==> config.mk <==
export PLATFORM = sky130hd
export DESIGN_NAME = owd_decoder
export DESIGN_NICKNAME = d
export VERILOG_FILES = /design/src/rtl/owd_pkg.sv /design/src/rtl/owd_win_regs.sv /design/src/rtl/owd_win_match.sv /design/src/rtl/owd_prio_sel.sv /design/src/rtl/owd_decoder.sv
export SDC_FILE = /design/constraint.sdc
export NUM_CORES = 1
export LEC_CHECK = 0
export ABC_AREA = 0
export BUFFER_PORTS_ARGS = -buffer_cell sky130_fd_sc_hd__buf_2
export CORE_MARGIN = 8
export CORE_UTILIZATION = 56
export DETAILED_ROUTE_END_ITERATION = 8
export PLACE_DENSITY_LB_ADDON = 0.15
export SKIP_LAST_GASP = 1
export SLEW_MARGIN = 40
export SYNTH_ARGS = -nofsm -noshare
export SYNTH_HDL_FRONTEND = slang
export SYNTH_SLANG_ARGS = --single-unit
==> constraint.sdc <==
create_clock -name clk -period 3.9 [get_ports clk]
set_input_delay 0.78 -clock clk [delete_from_list [all_inputs] [get_ports clk]]
set_output_delay 0.78 -clock clk [all_outputs]
set_load 0.02 [all_outputs]
==> src/rtl/owd_pkg.sv <==
package owd_pkg;

  typedef enum logic [1:0] {
    FLD_BASE = 2'd0,
    FLD_MASK = 2'd1,
    FLD_XLAT = 2'd2,
    FLD_EN   = 2'd3
  } cfg_field_e;

endpackage

==> src/rtl/owd_win_regs.sv <==
module owd_win_regs #(
  parameter int NUM_WIN = 3,
  parameter int CMP_W   = 8,
  parameter int IDX_W   = 2
) (
  input  logic                            clk,
  input  logic                            rst_n,
  input  logic                            cfg_we,
  input  logic [IDX_W-1:0]                cfg_win,
  input  logic [1:0]                      cfg_field,
  input  logic [CMP_W-1:0]                cfg_data,
  output logic [NUM_WIN-1:0][CMP_W-1:0]   base_o,
  output logic [NUM_WIN-1:0][CMP_W-1:0]   mask_o,
  output logic [NUM_WIN-1:0][CMP_W-1:0]   xlat_o,
  output logic [NUM_WIN-1:0]              en_o
);
  import owd_pkg::*;

  for (genvar w = 0; w < NUM_WIN; w++) begin : g_win
    logic [CMP_W-1:0] base_q, base_d, mask_q, mask_d, xlat_q, xlat_d;
    logic             en_q, en_d;
    logic             sel_w;

    assign sel_w = cfg_we && (cfg_win == IDX_W'(w));

    always_comb begin
      base_d = base_q;
      mask_d = mask_q;
      xlat_d = xlat_q;
      en_d   = en_q;
      if (sel_w) begin
        case (cfg_field_e'(cfg_field))
          FLD_BASE: base_d = cfg_data;
          FLD_MASK: mask_d = cfg_data;
          FLD_XLAT: xlat_d = cfg_data;
          FLD_EN:   en_d   = cfg_data[0];
          default:  ;
        endcase
      end
    end

    always_ff @(posedge clk or negedge rst_n) begin
      if (!rst_n) begin
        base_q <= '0;
        mask_q <= '0;
        xlat_q <= '0;
        en_q   <= 1'b0;
      end else begin
        base_q <= base_d;
        mask_q <= mask_d;
        xlat_q <= xlat_d;
        en_q   <= en_d;
      end
    end

    assign base_o[w] = base_q;
    assign mask_o[w] = mask_q;
    assign xlat_o[w] = xlat_q;
    assign en_o[w]   = en_q;
  end

endmodule

==> src/rtl/owd_win_match.sv <==
module owd_win_match #(
  parameter int NUM_WIN = 3,
  parameter int CMP_W   = 8
) (
  input  logic [CMP_W-1:0]              hi_byte,
  input  logic [NUM_WIN-1:0][CMP_W-1:0] base_i,
  input  logic [NUM_WIN-1:0][CMP_W-1:0] mask_i,
  input  logic [NUM_WIN-1:0]            en_i,
  output logic [NUM_WIN-1:0]            match_o
);

  for (genvar w = 0; w < NUM_WIN; w++) begin : g_cmp
    logic [CMP_W-1:0] diff;
    assign diff       = (hi_byte ^ base_i[w]) & ~mask_i[w];
    assign match_o[w] = en_i[w] && (diff == '0);
  end

endmodule

==> src/rtl/owd_prio_sel.sv <==
module owd_prio_sel #(
  parameter int NUM_WIN = 3,
  parameter int CMP_W   = 8
) (
  input  logic [NUM_WIN-1:0]            match_i,
  input  logic [CMP_W-1:0]              hi_byte,
  input  logic [NUM_WIN-1:0][CMP_W-1:0] mask_i,
  input  logic [NUM_WIN-1:0][CMP_W-1:0] xlat_i,
  output logic [NUM_WIN-1:0]            sel_o,
  output logic [CMP_W-1:0]              xbyte_o
);

  logic taken;

  always_comb begin
    sel_o = '0;
    taken = 1'b0;
    for (int w = 0; w < NUM_WIN; w++) begin
      if (match_i[w] && !taken) begin
        sel_o[w] = 1'b1;
        taken    = 1'b1;
      end
    end
  end

  always_comb begin
    xbyte_o = hi_byte;
    for (int w = 0; w < NUM_WIN; w++) begin
      if (sel_o[w]) xbyte_o = (hi_byte & ~mask_i[w]) | (xlat_i[w] & mask_i[w]);
    end
  end

endmodule

==> src/rtl/owd_decoder.sv <==
module owd_decoder #(
  parameter int NUM_WIN = 3,
  parameter int CMP_W   = 8,
  parameter int ADDR_W  = 32,
  parameter bit REG_OUT = 1'b1
) (
  input  logic                       clk,
  input  logic                       rst_n,
  input  logic                       cfg_we,
  input  logic [$clog2(NUM_WIN)-1:0] cfg_win,
  input  logic [1:0]                 cfg_field,
  input  logic [CMP_W-1:0]           cfg_data,
  input  logic                       in_valid,
  input  logic [ADDR_W-1:0]          in_addr,
  output logic                       out_valid,
  output logic                       out_hit,
  output logic [NUM_WIN-1:0]         out_sel,
  output logic [ADDR_W-1:0]          out_addr
);
  localparam int IDX_W = $clog2(NUM_WIN);
  localparam int LOW_W = ADDR_W - CMP_W;

  logic [1:0] rst_pipe;
  logic       rst_s;

  always_ff @(posedge clk or negedge rst_n) begin
    if (!rst_n) rst_pipe <= 2'b00;
    else        rst_pipe <= {rst_pipe[0], 1'b1};
  end
  assign rst_s = rst_pipe[1];

  logic [NUM_WIN-1:0][CMP_W-1:0] base_w, mask_w, xlat_w;
  logic [NUM_WIN-1:0]            en_w, match_w, sel_w;
  logic [CMP_W-1:0]              hi_byte, xbyte;

  assign hi_byte = in_addr[ADDR_W-1 -: CMP_W];

  owd_win_regs #(.NUM_WIN(NUM_WIN), .CMP_W(CMP_W), .IDX_W(IDX_W)) u_regs (
    .clk(clk), .rst_n(rst_s), .cfg_we(cfg_we), .cfg_win(cfg_win),
    .cfg_field(cfg_field), .cfg_data(cfg_data),
    .base_o(base_w), .mask_o(mask_w), .xlat_o(xlat_w), .en_o(en_w)
  );

  owd_win_match #(.NUM_WIN(NUM_WIN), .CMP_W(CMP_W)) u_match (
    .hi_byte(hi_byte), .base_i(base_w), .mask_i(mask_w), .en_i(en_w),
    .match_o(match_w)
  );

  owd_prio_sel #(.NUM_WIN(NUM_WIN), .CMP_W(CMP_W)) u_prio (
    .match_i(match_w), .hi_byte(hi_byte), .mask_i(mask_w), .xlat_i(xlat_w),
    .sel_o(sel_w), .xbyte_o(xbyte)
  );

  logic               hit_d;
  logic [NUM_WIN-1:0] sel_d;
  logic [ADDR_W-1:0]  addr_n;

  assign sel_d  = in_valid ? sel_w : '0;
  assign hit_d  = |sel_d;
  assign addr_n = {xbyte, in_addr[LOW_W-1:0]};

  if (REG_OUT) begin : g_reg
    logic               valid_q, hit_q;
    logic [NUM_WIN-1:0] sel_q;
    logic [ADDR_W-1:0]  addr_q, addr_d;

    always_comb begin
      addr_d = addr_q;
      if (in_valid) addr_d = addr_n;
    end

    always_ff @(posedge clk or negedge rst_s) begin
      if (!rst_s) begin
        valid_q <= 1'b0;
        hit_q   <= 1'b0;
        sel_q   <= '0;
        addr_q  <= '0;
      end else begin
        valid_q <= in_valid;
        hit_q   <= hit_d;
        sel_q   <= sel_d;
        addr_q  <= addr_d;
      end
    end

    assign out_valid = valid_q;
    assign out_hit   = hit_q;
    assign out_sel   = sel_q;
    assign out_addr  = addr_q;
  end else begin : g_comb
    assign out_valid = in_valid;
    assign out_hit   = hit_d;
    assign out_sel   = sel_d;
    assign out_addr  = addr_n;
  end

endmodule

==> metrics.txt, run 1 <==
# TYPE chip_impl_metric gauge
chip_impl_info{name="outcome",value="completed"} 1
chip_impl_metric{name="cts_made_buffers",unit=""} 17
chip_impl_metric{name="die-area",unit="um2"} 12400
chip_impl_info{name="cts_root_buf",value="sky130_fd_sc_hd__clkbuf_8"} 1
chip_impl_metric{name="dpl.cell_count",unit=""} 574
chip_impl_metric{name="die-width",unit="um"} 112
chip_impl_metric{name="layout-drive-gt1-share",unit="%"} 45.3
chip_impl_metric{name="seqPwrFrac",unit="%"} 42.9
chip_impl_metric{name="port-buffer-count",unit=""} 84
chip_impl_metric{name="grt_max_degree",unit=""} 44
chip_impl_metric{name="i_o_pin_cnt",unit=""} 85
chip_impl_metric{name="synthArstFlopShare",unit="%"} 100
chip_impl_metric{name="power.combinational.fraction",unit="%"} 17.4
chip_impl_metric{name="path_clk_slew",unit="ns"} 0.05
chip_impl_metric{name="clock_sink_count",unit=""} 114
chip_impl_info{name="hp-class",value="in2async"} 1
chip_impl_metric{name="areaGrowthSynthToFinish",unit="%"} 20.7
chip_impl_metric{name="clk-insertion-delay-late",unit="ns"} 0.51
chip_impl_metric{name="vias_in_the_first_global_route",unit=""} 3669
chip_impl_metric{name="post_synth_edffs",unit=""} 0
chip_impl_metric{name="max_clock_freq",unit="GHz"} 0.403
chip_impl_metric{name="cts_h_tree_depth",unit=""} 4
chip_impl_metric{name="syn-cell-area",unit="um2"} 5110
chip_impl_info{name="critical-path-top-delay-family",value="simple AND/OR/NAND/NOR gates"} 1
chip_impl_info{name="crit_end",value="out_addr[25]"} 1
chip_impl_metric{name="crit_path_max_fanout",unit=""} 13
chip_impl_metric{name="drv_cap",unit=""} 0
chip_impl_metric{name="viasPerCell",unit=""} 5.60
chip_impl_metric{name="met1_length",unit="mm"} 4.81
chip_impl_metric{name="setup_slack_of_the_worst_register_to_register_path",unit="ns"} 1.49
chip_impl_metric{name="finalSetupViolCount",unit=""} 0
chip_impl_metric{name="antenna-diode-count",unit=""} 0
chip_impl_metric{name="finalHoldViolations",unit=""} 0
chip_impl_metric{name="worstMarginPinSlew",unit="ns"} 0.822
chip_impl_info{name="top_layer",value="met4"} 1
chip_impl_metric{name="wl_met2",unit="mm"} 5.51
chip_impl_metric{name="fillers",unit=""} 656
chip_impl_metric{name="cts-hold-fix-buffers",unit=""} 0
chip_impl_metric{name="ir_worst_vdd",unit="uV"} 347
chip_impl_metric{name="wirelength",unit="mm"} 11.6
chip_impl_metric{name="final_max_slew_viol_count",unit=""} 0
chip_impl_metric{name="cts_resized",unit=""} 0
chip_impl_metric{name="switching_share",unit="%"} 26.8
chip_impl_metric{name="final.setup_skew",unit="ns"} 0.0132
chip_impl_info{name="setup.worst_path.start_class",value="input pin"} 1
chip_impl_metric{name="synth.yosys.warnings",unit=""} 0
chip_impl_metric{name="area_of_combinational_cells_with_multiple_inputs",unit="um2"} 2120
chip_impl_metric{name="clockPowerShare",unit="%"} 39.7
chip_impl_metric{name="synthesis.area_per_instance",unit="um2"} 12.8
chip_impl_metric{name="die_height",unit="um"} 112
chip_impl_metric{name="setup_total_negative_slack",unit="ns"} 0
chip_impl_metric{name="critical_path_required",unit="ns"} 4.25
chip_impl_info{name="crit_chain",value="buf_2, xnor2_1, o22ai_1, nor2_1, nand3_1, and2_1, o311ai_0, a31oi_1"} 1
chip_impl_metric{name="antenna_found_initial",unit=""} 0
chip_impl_metric{name="crit_arrival",unit="ns"} 2.83
chip_impl_metric{name="detail-route-antenna-nets",unit=""} 0
chip_impl_metric{name="power_switching",unit="mW"} 0.978
chip_impl_metric{name="sequential_share_of_the_synthesized_area",unit="%"} 55.8
chip_impl_metric{name="fp.coreArea",unit="um2"} 9060
chip_impl_info{name="worst_setup_path_startpoint",value="in_addr[29]"} 1
chip_impl_metric{name="grt.total_usage",unit="%"} 19.1
chip_impl_metric{name="total_power",unit="mW"} 3.65
chip_impl_metric{name="crit_buf_inv",unit=""} 1
chip_impl_metric{name="drc",unit=""} 0
chip_impl_metric{name="post_drt_wl_per_cell",unit="um"} 19.1
chip_impl_metric{name="instances_no_fill",unit=""} 606
chip_impl_metric{name="gp_congestion",unit=""} 0.866
chip_impl_metric{name="grt_first_pass_wirelength",unit="mm"} 18.5
chip_impl_metric{name="cell_internal_pwr",unit="mW"} 2.67
chip_impl_metric{name="cpPeakStageDelay",unit="ns"} 0.44
chip_impl_info{name="rsz_0062_raised_after_global_routing",value="no"} 1
chip_impl_metric{name="post-route-period-util",unit="%"} 63.6
chip_impl_metric{name="initialDrtViolationCount",unit=""} 175
chip_impl_metric{name="cp_depth",unit=""} 8
chip_impl_metric{name="ff_latch_area",unit="um2"} 2860
chip_impl_metric{name="pwr_density_cell",unit="nW/um2"} 592
chip_impl_info{name="r2r_start",value="u_regs.g_win[1].base_q[5]"} 1
chip_impl_metric{name="design.final.nets",unit=""} 530
chip_impl_metric{name="detailedRoute.firstPassIterationCount",unit=""} 4
chip_impl_info{name="regToRegEndpoint",value="out_addr[25]"} 1
chip_impl_info{name="crit_slowest_cell",value="sky130_fd_sc_hd__nand3_1"} 1
chip_impl_metric{name="timing.slew.headroom",unit="%"} 45.0
chip_impl_metric{name="flip_flop_and_latch_count_after_synthesis",unit=""} 114
chip_impl_info{name="synth_flop_type",value="sky130_fd_sc_hd__dfrtp_1"} 1
chip_impl_metric{name="post_cts.repair.setup_buffers",unit=""} 0
chip_impl_metric{name="dr_wl_met3",unit="mm"} 1.01
chip_impl_metric{name="synthesis.instances",unit=""} 398
chip_impl_metric{name="finalWorstPathRequiredPeriod",unit="ns"} 2.48
chip_impl_metric{name="power.static_leakage",unit="nW"} 2.75
chip_impl_metric{name="synthesis.nets",unit=""} 446
chip_impl_info{name="critical_path_class",value="in2reg"} 1
chip_impl_metric{name="initial_core_util",unit="%"} 56.4
chip_impl_metric{name="global_route.overflow_total",unit=""} 0
chip_impl_metric{name="r2r.worst_path.cells",unit=""} 7
chip_impl_metric{name="via_count",unit=""} 3391
chip_impl_metric{name="detailed_place_hpwl",unit="mm"} 8.10
chip_impl_info{name="end_kind",value="flop"} 1
chip_impl_metric{name="synth.distinct_cells",unit=""} 35
chip_impl_info{name="tritoncts",value="yes"} 1
chip_impl_metric{name="num_rows",unit=""} 35
chip_impl_metric{name="cts-root-to-sink-buffers",unit=""} 2
## power groups by stage
| stage | clock network [mW] | logic [mW] | registers (mW) |
|---|---|---|---|
| finish | 1.45 | 0.635 | 1.57 |
| floorplan | 0 | 0.410 | 1.60 |
| global route | 1.53 | 0.689 | 1.59 |
| detailed placement | 0 | 0.637 | 1.58 |
| global placement | 0 | 0.609 | 1.58 |
| CTS | 1.47 | 0.641 | 1.57 |
## layout make-up
| cell class | instances | area share [%] |
|---|---|---|
| flip-flops and latches | 114 | 46.3 |
| multi-input cells | 254 | 34.4 |
| repair buffers | 88 | 7.55 |
| clock buffers | 22 | 7.34 |
| well taps | 111 | 2.25 |
| clock inverters | 10 | 1.76 |
| inverters | 7 | 0.426 |
## cell usage in the layout, fill, tap and decap left out, types with 2 or more instances in the layout
master	synthesis	routed
sky130_fd_sc_hd__o22ai_1	8	8
sky130_fd_sc_hd__clkbuf_1	11	3
sky130_fd_sc_hd__clkinvlp_4	0	2
sky130_fd_sc_hd__and2_1	6	6
sky130_fd_sc_hd__nand3b_1	2	2
sky130_fd_sc_hd__and2_0	3	3
sky130_fd_sc_hd__clkbuf_16	0	16
sky130_fd_sc_hd__buf_4	0	4
sky130_fd_sc_hd__nand2_1	20	20
sky130_fd_sc_hd__clkbuf_8	0	3
sky130_fd_sc_hd__dfrtp_1	114	113
sky130_fd_sc_hd__xnor2_1	22	22
sky130_fd_sc_hd__clkinv_2	0	5
sky130_fd_sc_hd__and3_1	2	2
sky130_fd_sc_hd__nand3_1	9	9
sky130_fd_sc_hd__nor2_2	0	2
sky130_fd_sc_hd__o311ai_0	4	4
sky130_fd_sc_hd__o31a_1	2	2
sky130_fd_sc_hd__nor3b_1	2	2
sky130_fd_sc_hd__mux2_2	99	99
sky130_fd_sc_hd__a31oi_1	13	13
sky130_fd_sc_hd__nor2_1	23	21
sky130_fd_sc_hd__inv_1	7	7
sky130_fd_sc_hd__o311ai_1	3	3
sky130_fd_sc_hd__buf_2	8	83
sky130_fd_sc_hd__o21ai_0	10	10
sky130_fd_sc_hd__bufinv_16	0	2
sky130_fd_sc_hd__nand2b_1	6	6
sky130_fd_sc_hd__mux2i_1	9	9
## state kept, by name (all words and copies together), names as in the netlist
register / count
out_addr: 32
u_regs.g_win.base_q: 24
u_regs.g_win.mask_q: 24
u_regs.g_win.xlat_q: 24
out_sel: 3
u_regs.g_win.en_q: 3
rst_pipe: 2
out_hit: 1
out_valid: 1
## per-stage QoR
step           util, %  cell area [um2]  hold slack (ns)  worst slack, ns
2_1_floorplan        -             5110            0.331            0.489
3_3_place_gp      61.5             5580            0.338             1.18
3_5_place_dp      61.8             5600            0.329            0.970
4_1_cts           68.0             6170           0.0324             1.50
5_1_grt           68.0             6170           0.0336             1.29
6_report          68.0             6170           0.0490             1.42
## worst min path at each step
stage | startpoint | to | slack [ns] | cells past startpoint
3_5_place_dp | rst_pipe[1] | out_addr[2] | 0.33 | 0
2_1_floorplan | rst_pipe[0] | rst_pipe[1] | 0.33 | 0
5_1_grt | rst_n | rst_pipe[1] | 0.03 | 1
3_3_place_gp | rst_pipe[0] | rst_pipe[1] | 0.34 | 0
4_1_cts | rst_n | rst_pipe[1] | 0.03 | 1
6_report | rst_n | rst_pipe[1] | 0.05 | 1
## synthesized netlist by cell type (7+ instances only)
master / count / area share [%]
sky130_fd_sc_hd__mux2i_1: 9 / 1.8
sky130_fd_sc_hd__inv_1: 7 / 0.51
sky130_fd_sc_hd__nand2_1: 20 / 1.5
sky130_fd_sc_hd__o22ai_1: 8 / 0.98
sky130_fd_sc_hd__xnor2_1: 22 / 3.8
sky130_fd_sc_hd__dfrtp_1: 114 / 56
sky130_fd_sc_hd__a31oi_1: 13 / 1.6
sky130_fd_sc_hd__buf_2: 8 / 0.78
sky130_fd_sc_hd__clkbuf_1: 11 / 0.81
sky130_fd_sc_hd__nor2_1: 23 / 1.7
sky130_fd_sc_hd__mux2_2: 99 / 22
sky130_fd_sc_hd__nand3_1: 9 / 0.88
sky130_fd_sc_hd__o21ai_0: 10 / 0.98
## worst register-to-register path, cell delays in order, from the launching register on
cell and delay, ns:
sky130_fd_sc_hd__dfrtp_1 0.38, sky130_fd_sc_hd__xnor2_1 0.15, sky130_fd_sc_hd__o22ai_1 0.10, sky130_fd_sc_hd__nor2_1 0.21, sky130_fd_sc_hd__nand3_1 0.44, sky130_fd_sc_hd__and2_1 0.43, sky130_fd_sc_hd__o311ai_0 0.40, sky130_fd_sc_hd__a31oi_1 0.15
## layer usage
metal | vias to the layer above | global-route usage, %
met5 | - | 0
met1 | 1653 | 22.4
met3 | 18 | 7.47
met4 | 0 | 8.02
li1 | 1583 | -
met2 | 137 | 30.7
## cell families (layout without fill, tap and decap cells)
kind of cell              Yosys count  after routing  synth area share, %
AOI/OAI and AO/OA                  45             45                 6.12
xor gates and xnor gates           24             24                 4.26
buffers and inverters              30            127                 2.84
DFF                               114            114                 55.8
muxes                             108            108                 23.6
other                               1              1               0.0734
and+or+nand+nor                    76             76                 7.34
(Power assumes the default switching activity.)
==> run 2, diff against run 1 <==
==> constraint.sdc (replaced) <==
create_clock -name clk -period 2.4 [get_ports clk]
set_input_delay 0.48 -clock clk [delete_from_list [all_inputs] [get_ports clk]]
set_output_delay 0.48 -clock clk [all_outputs]
set_load 0.02 [all_outputs]
==> metrics.txt, run 2 (synthesized netlist as in run 1, its figures left out) <==
# TYPE chip_impl_metric gauge
chip_impl_info{name="outcome",value="completed"} 1
chip_impl_metric{name="post_drt_wl_per_cell",unit="um"} 19.6
chip_impl_metric{name="layout-drive-gt1-share",unit="%"} 46.4
chip_impl_metric{name="post-route-period-util",unit="%"} 85.3
chip_impl_metric{name="die-area",unit="um2"} 12400
chip_impl_info{name="critical_path_class",value="reg2reg"} 1
chip_impl_metric{name="via_count",unit=""} 3548
chip_impl_metric{name="gp_congestion",unit=""} 0.907
chip_impl_metric{name="design.final.nets",unit=""} 542
chip_impl_metric{name="placedInstanceArea",unit="um2"} 5680
chip_impl_metric{name="dpl_worst_slack",unit="ns"} 0.103
chip_impl_metric{name="initial_core_util",unit="%"} 56.4
chip_impl_metric{name="critical_path_required",unit="ns"} 2.83
chip_impl_info{name="setup.worst_path.start_class",value="flop"} 1
chip_impl_metric{name="initialDrtViolationCount",unit=""} 158
chip_impl_metric{name="stdcell_area",unit="um2"} 6320
chip_impl_metric{name="timing.slew.headroom",unit="%"} 56.1
chip_impl_metric{name="port-buffer-count",unit=""} 84
chip_impl_metric{name="clk-insertion-delay-late",unit="ns"} 0.51
chip_impl_metric{name="grt.total_usage",unit="%"} 20.5
chip_impl_info{name="final_common_cell",value="sky130_fd_sc_hd__dfrtp_1"} 1
chip_impl_metric{name="die_height",unit="um"} 112
chip_impl_metric{name="fillers",unit=""} 658
chip_impl_metric{name="finalSetupViolCount",unit=""} 0
chip_impl_metric{name="fin_ws",unit="ns"} 0.353
chip_impl_metric{name="drc",unit=""} 0
chip_impl_metric{name="fp.coreArea",unit="um2"} 9060
chip_impl_metric{name="layout.core_utilization",unit="%"} 69.7
chip_impl_metric{name="die-width",unit="um"} 112
chip_impl_metric{name="antenna_found_initial",unit=""} 0
chip_impl_metric{name="detailedRoute.firstPassIterationCount",unit=""} 4
chip_impl_metric{name="drv_cap",unit=""} 0
chip_impl_metric{name="global_route.overflow_total",unit=""} 0
chip_impl_metric{name="cts_h_tree_depth",unit=""} 4
chip_impl_metric{name="cts-root-to-sink-buffers",unit=""} 2
chip_impl_metric{name="viasPerCell",unit=""} 5.74
chip_impl_metric{name="post_cts.repair.setup_buffers",unit=""} 0
chip_impl_metric{name="area_of_combinational_cells_with_multiple_inputs",unit="um2"} 2110
chip_impl_metric{name="min_delay_path_depth",unit=""} 2
chip_impl_metric{name="i_o_pin_cnt",unit=""} 85
chip_impl_metric{name="pwr_density_cell",unit="nW/um2"} 989
chip_impl_metric{name="r2r.worst_path.cells",unit=""} 7
chip_impl_metric{name="crit_path_max_fanout",unit=""} 7
chip_impl_info{name="layout.cells.most_common_list",value="113 x sky130_fd_sc_hd__dfrtp_1, 99 x sky130_fd_sc_hd__mux2_2, 84 x sky130_fd_sc_hd__buf_2"} 1
chip_impl_metric{name="clock_sink_count",unit=""} 114
chip_impl_metric{name="detail-route-antenna-nets",unit=""} 0
chip_impl_metric{name="largest_register_ffs",unit=""} 32
chip_impl_metric{name="num_rows",unit=""} 35
chip_impl_metric{name="power.static_leakage",unit="nW"} 2.84
chip_impl_info{name="rsz_0062_raised_after_global_routing",value="no"} 1
chip_impl_info{name="end_kind",value="flop"} 1
chip_impl_metric{name="grt_first_pass_wirelength",unit="mm"} 19.8
chip_impl_info{name="cts_root_buf",value="sky130_fd_sc_hd__clkbuf_8"} 1
chip_impl_metric{name="crit_arrival",unit="ns"} 2.48
chip_impl_metric{name="path_clk_slew",unit="ns"} 0.06
chip_impl_metric{name="worstMarginPinSlew",unit="ns"} 0.659
chip_impl_metric{name="areaGrowthSynthToFinish",unit="%"} 23.6
chip_impl_metric{name="wirelength",unit="mm"} 12.1
chip_impl_metric{name="final.setup_skew",unit="ns"} 0.0105
chip_impl_metric{name="final_max_slew_viol_count",unit=""} 0
chip_impl_metric{name="finalWorstPathRequiredPeriod",unit="ns"} 2.05
chip_impl_metric{name="ir_worst_vdd",unit="uV"} 520
chip_impl_metric{name="max_clock_freq",unit="GHz"} 0.489
chip_impl_info{name="hp-class",value="in2reg"} 1
chip_impl_info{name="tritoncts",value="yes"} 1
chip_impl_metric{name="cts_resized",unit=""} 0
chip_impl_metric{name="setup_total_negative_slack",unit="ns"} 0
chip_impl_metric{name="finalHoldViolations",unit=""} 0
chip_impl_metric{name="vias_in_the_first_global_route",unit=""} 3814
chip_impl_metric{name="ff_latch_area",unit="um2"} 2860
chip_impl_metric{name="grt_max_degree",unit=""} 63
chip_impl_metric{name="cts-hold-fix-buffers",unit=""} 1
chip_impl_metric{name="antenna-diode-count",unit=""} 0
chip_impl_metric{name="cts_made_buffers",unit=""} 17
chip_impl_metric{name="detailed_place_hpwl",unit="mm"} 8.38
chip_impl_metric{name="total_power",unit="mW"} 6.25
## run 2: cell count changes in the layout (fill, tap and decap cells not counted), moves of 2 or more
cell and delta:
sky130_fd_sc_hd__nor2_2 -2, sky130_fd_sc_hd__clkbuf_1 -2, sky130_fd_sc_hd__bufinv_16 +3, sky130_fd_sc_hd__clkbuf_8 -2, sky130_fd_sc_hd__buf_4 +10, sky130_fd_sc_hd__nor2_1 +2
## run 2: layer usage
layer	up-vias	routed length (um)	global-route usage [%]
met4	0	238	9.12
met2	144	5990	33.5
met1	1764	4870	23.5
met3	24	1030	7.90
met5	-	0	0
li1	1616	-	-
## run 2: final timing paths
kind / startpoint / to / slack [ns]
hold reg to reg: rst_pipe[1] / out_addr[10] / 0.24
setup / recovery: u_regs.g_win[2].base_q[6] / out_addr[31] / 0.35
min in group asynchronous: rst_pipe[1] / out_addr[10] / 0.24
setup reg to reg: u_regs.g_win[2].base_q[6] / out_addr[31] / 0.35
max in group asynchronous: rst_pipe[1] / out_addr[29] / 1.49
hold / removal: in_addr[10] / out_addr[10] / 0.20
## run 2: power by group
part	total, mW	switching [mW]	internal, mW	leakage, nW
registers	2.55	0.261	2.29	1.38
clock network	2.65	0.861	1.79	0.305
logic	1.06	0.514	0.542	1.16
## run 2: critical path, cell delays in order (launching register included)
cell	delay, ns
sky130_fd_sc_hd__dfrtp_1	0.41
sky130_fd_sc_hd__xnor2_2	0.12
sky130_fd_sc_hd__o22a_2	0.17
sky130_fd_sc_hd__o21ai_2	0.07
sky130_fd_sc_hd__nor4_4	0.43
sky130_fd_sc_hd__and2_1	0.39
sky130_fd_sc_hd__o311ai_0	0.20
sky130_fd_sc_hd__a31oi_1	0.18
## run 2: area by class of cell
| type | instances | share of cell area, % |
|---|---|---|
| clock buffer | 18 | 6.61 |
| multi-input combinational | 254 | 33.5 |
| timing repair buffer | 100 | 8.79 |
| sequential | 114 | 45.2 |
| tap | 111 | 2.20 |
| inverter | 7 | 0.416 |
| clock inverter | 14 | 3.35 |
## run 2: metrics by stage
| step | hold WS (ns) | std cells |
|---|---|---|
| after CTS | 0.180 | 618 |
| after detailed placement | 0.244 | 585 |
| final | 0.199 | 618 |
| after floorplan | 0.184 | 398 |
| after global routing | 0.173 | 618 |
| after global placement | 0.242 | 585 |
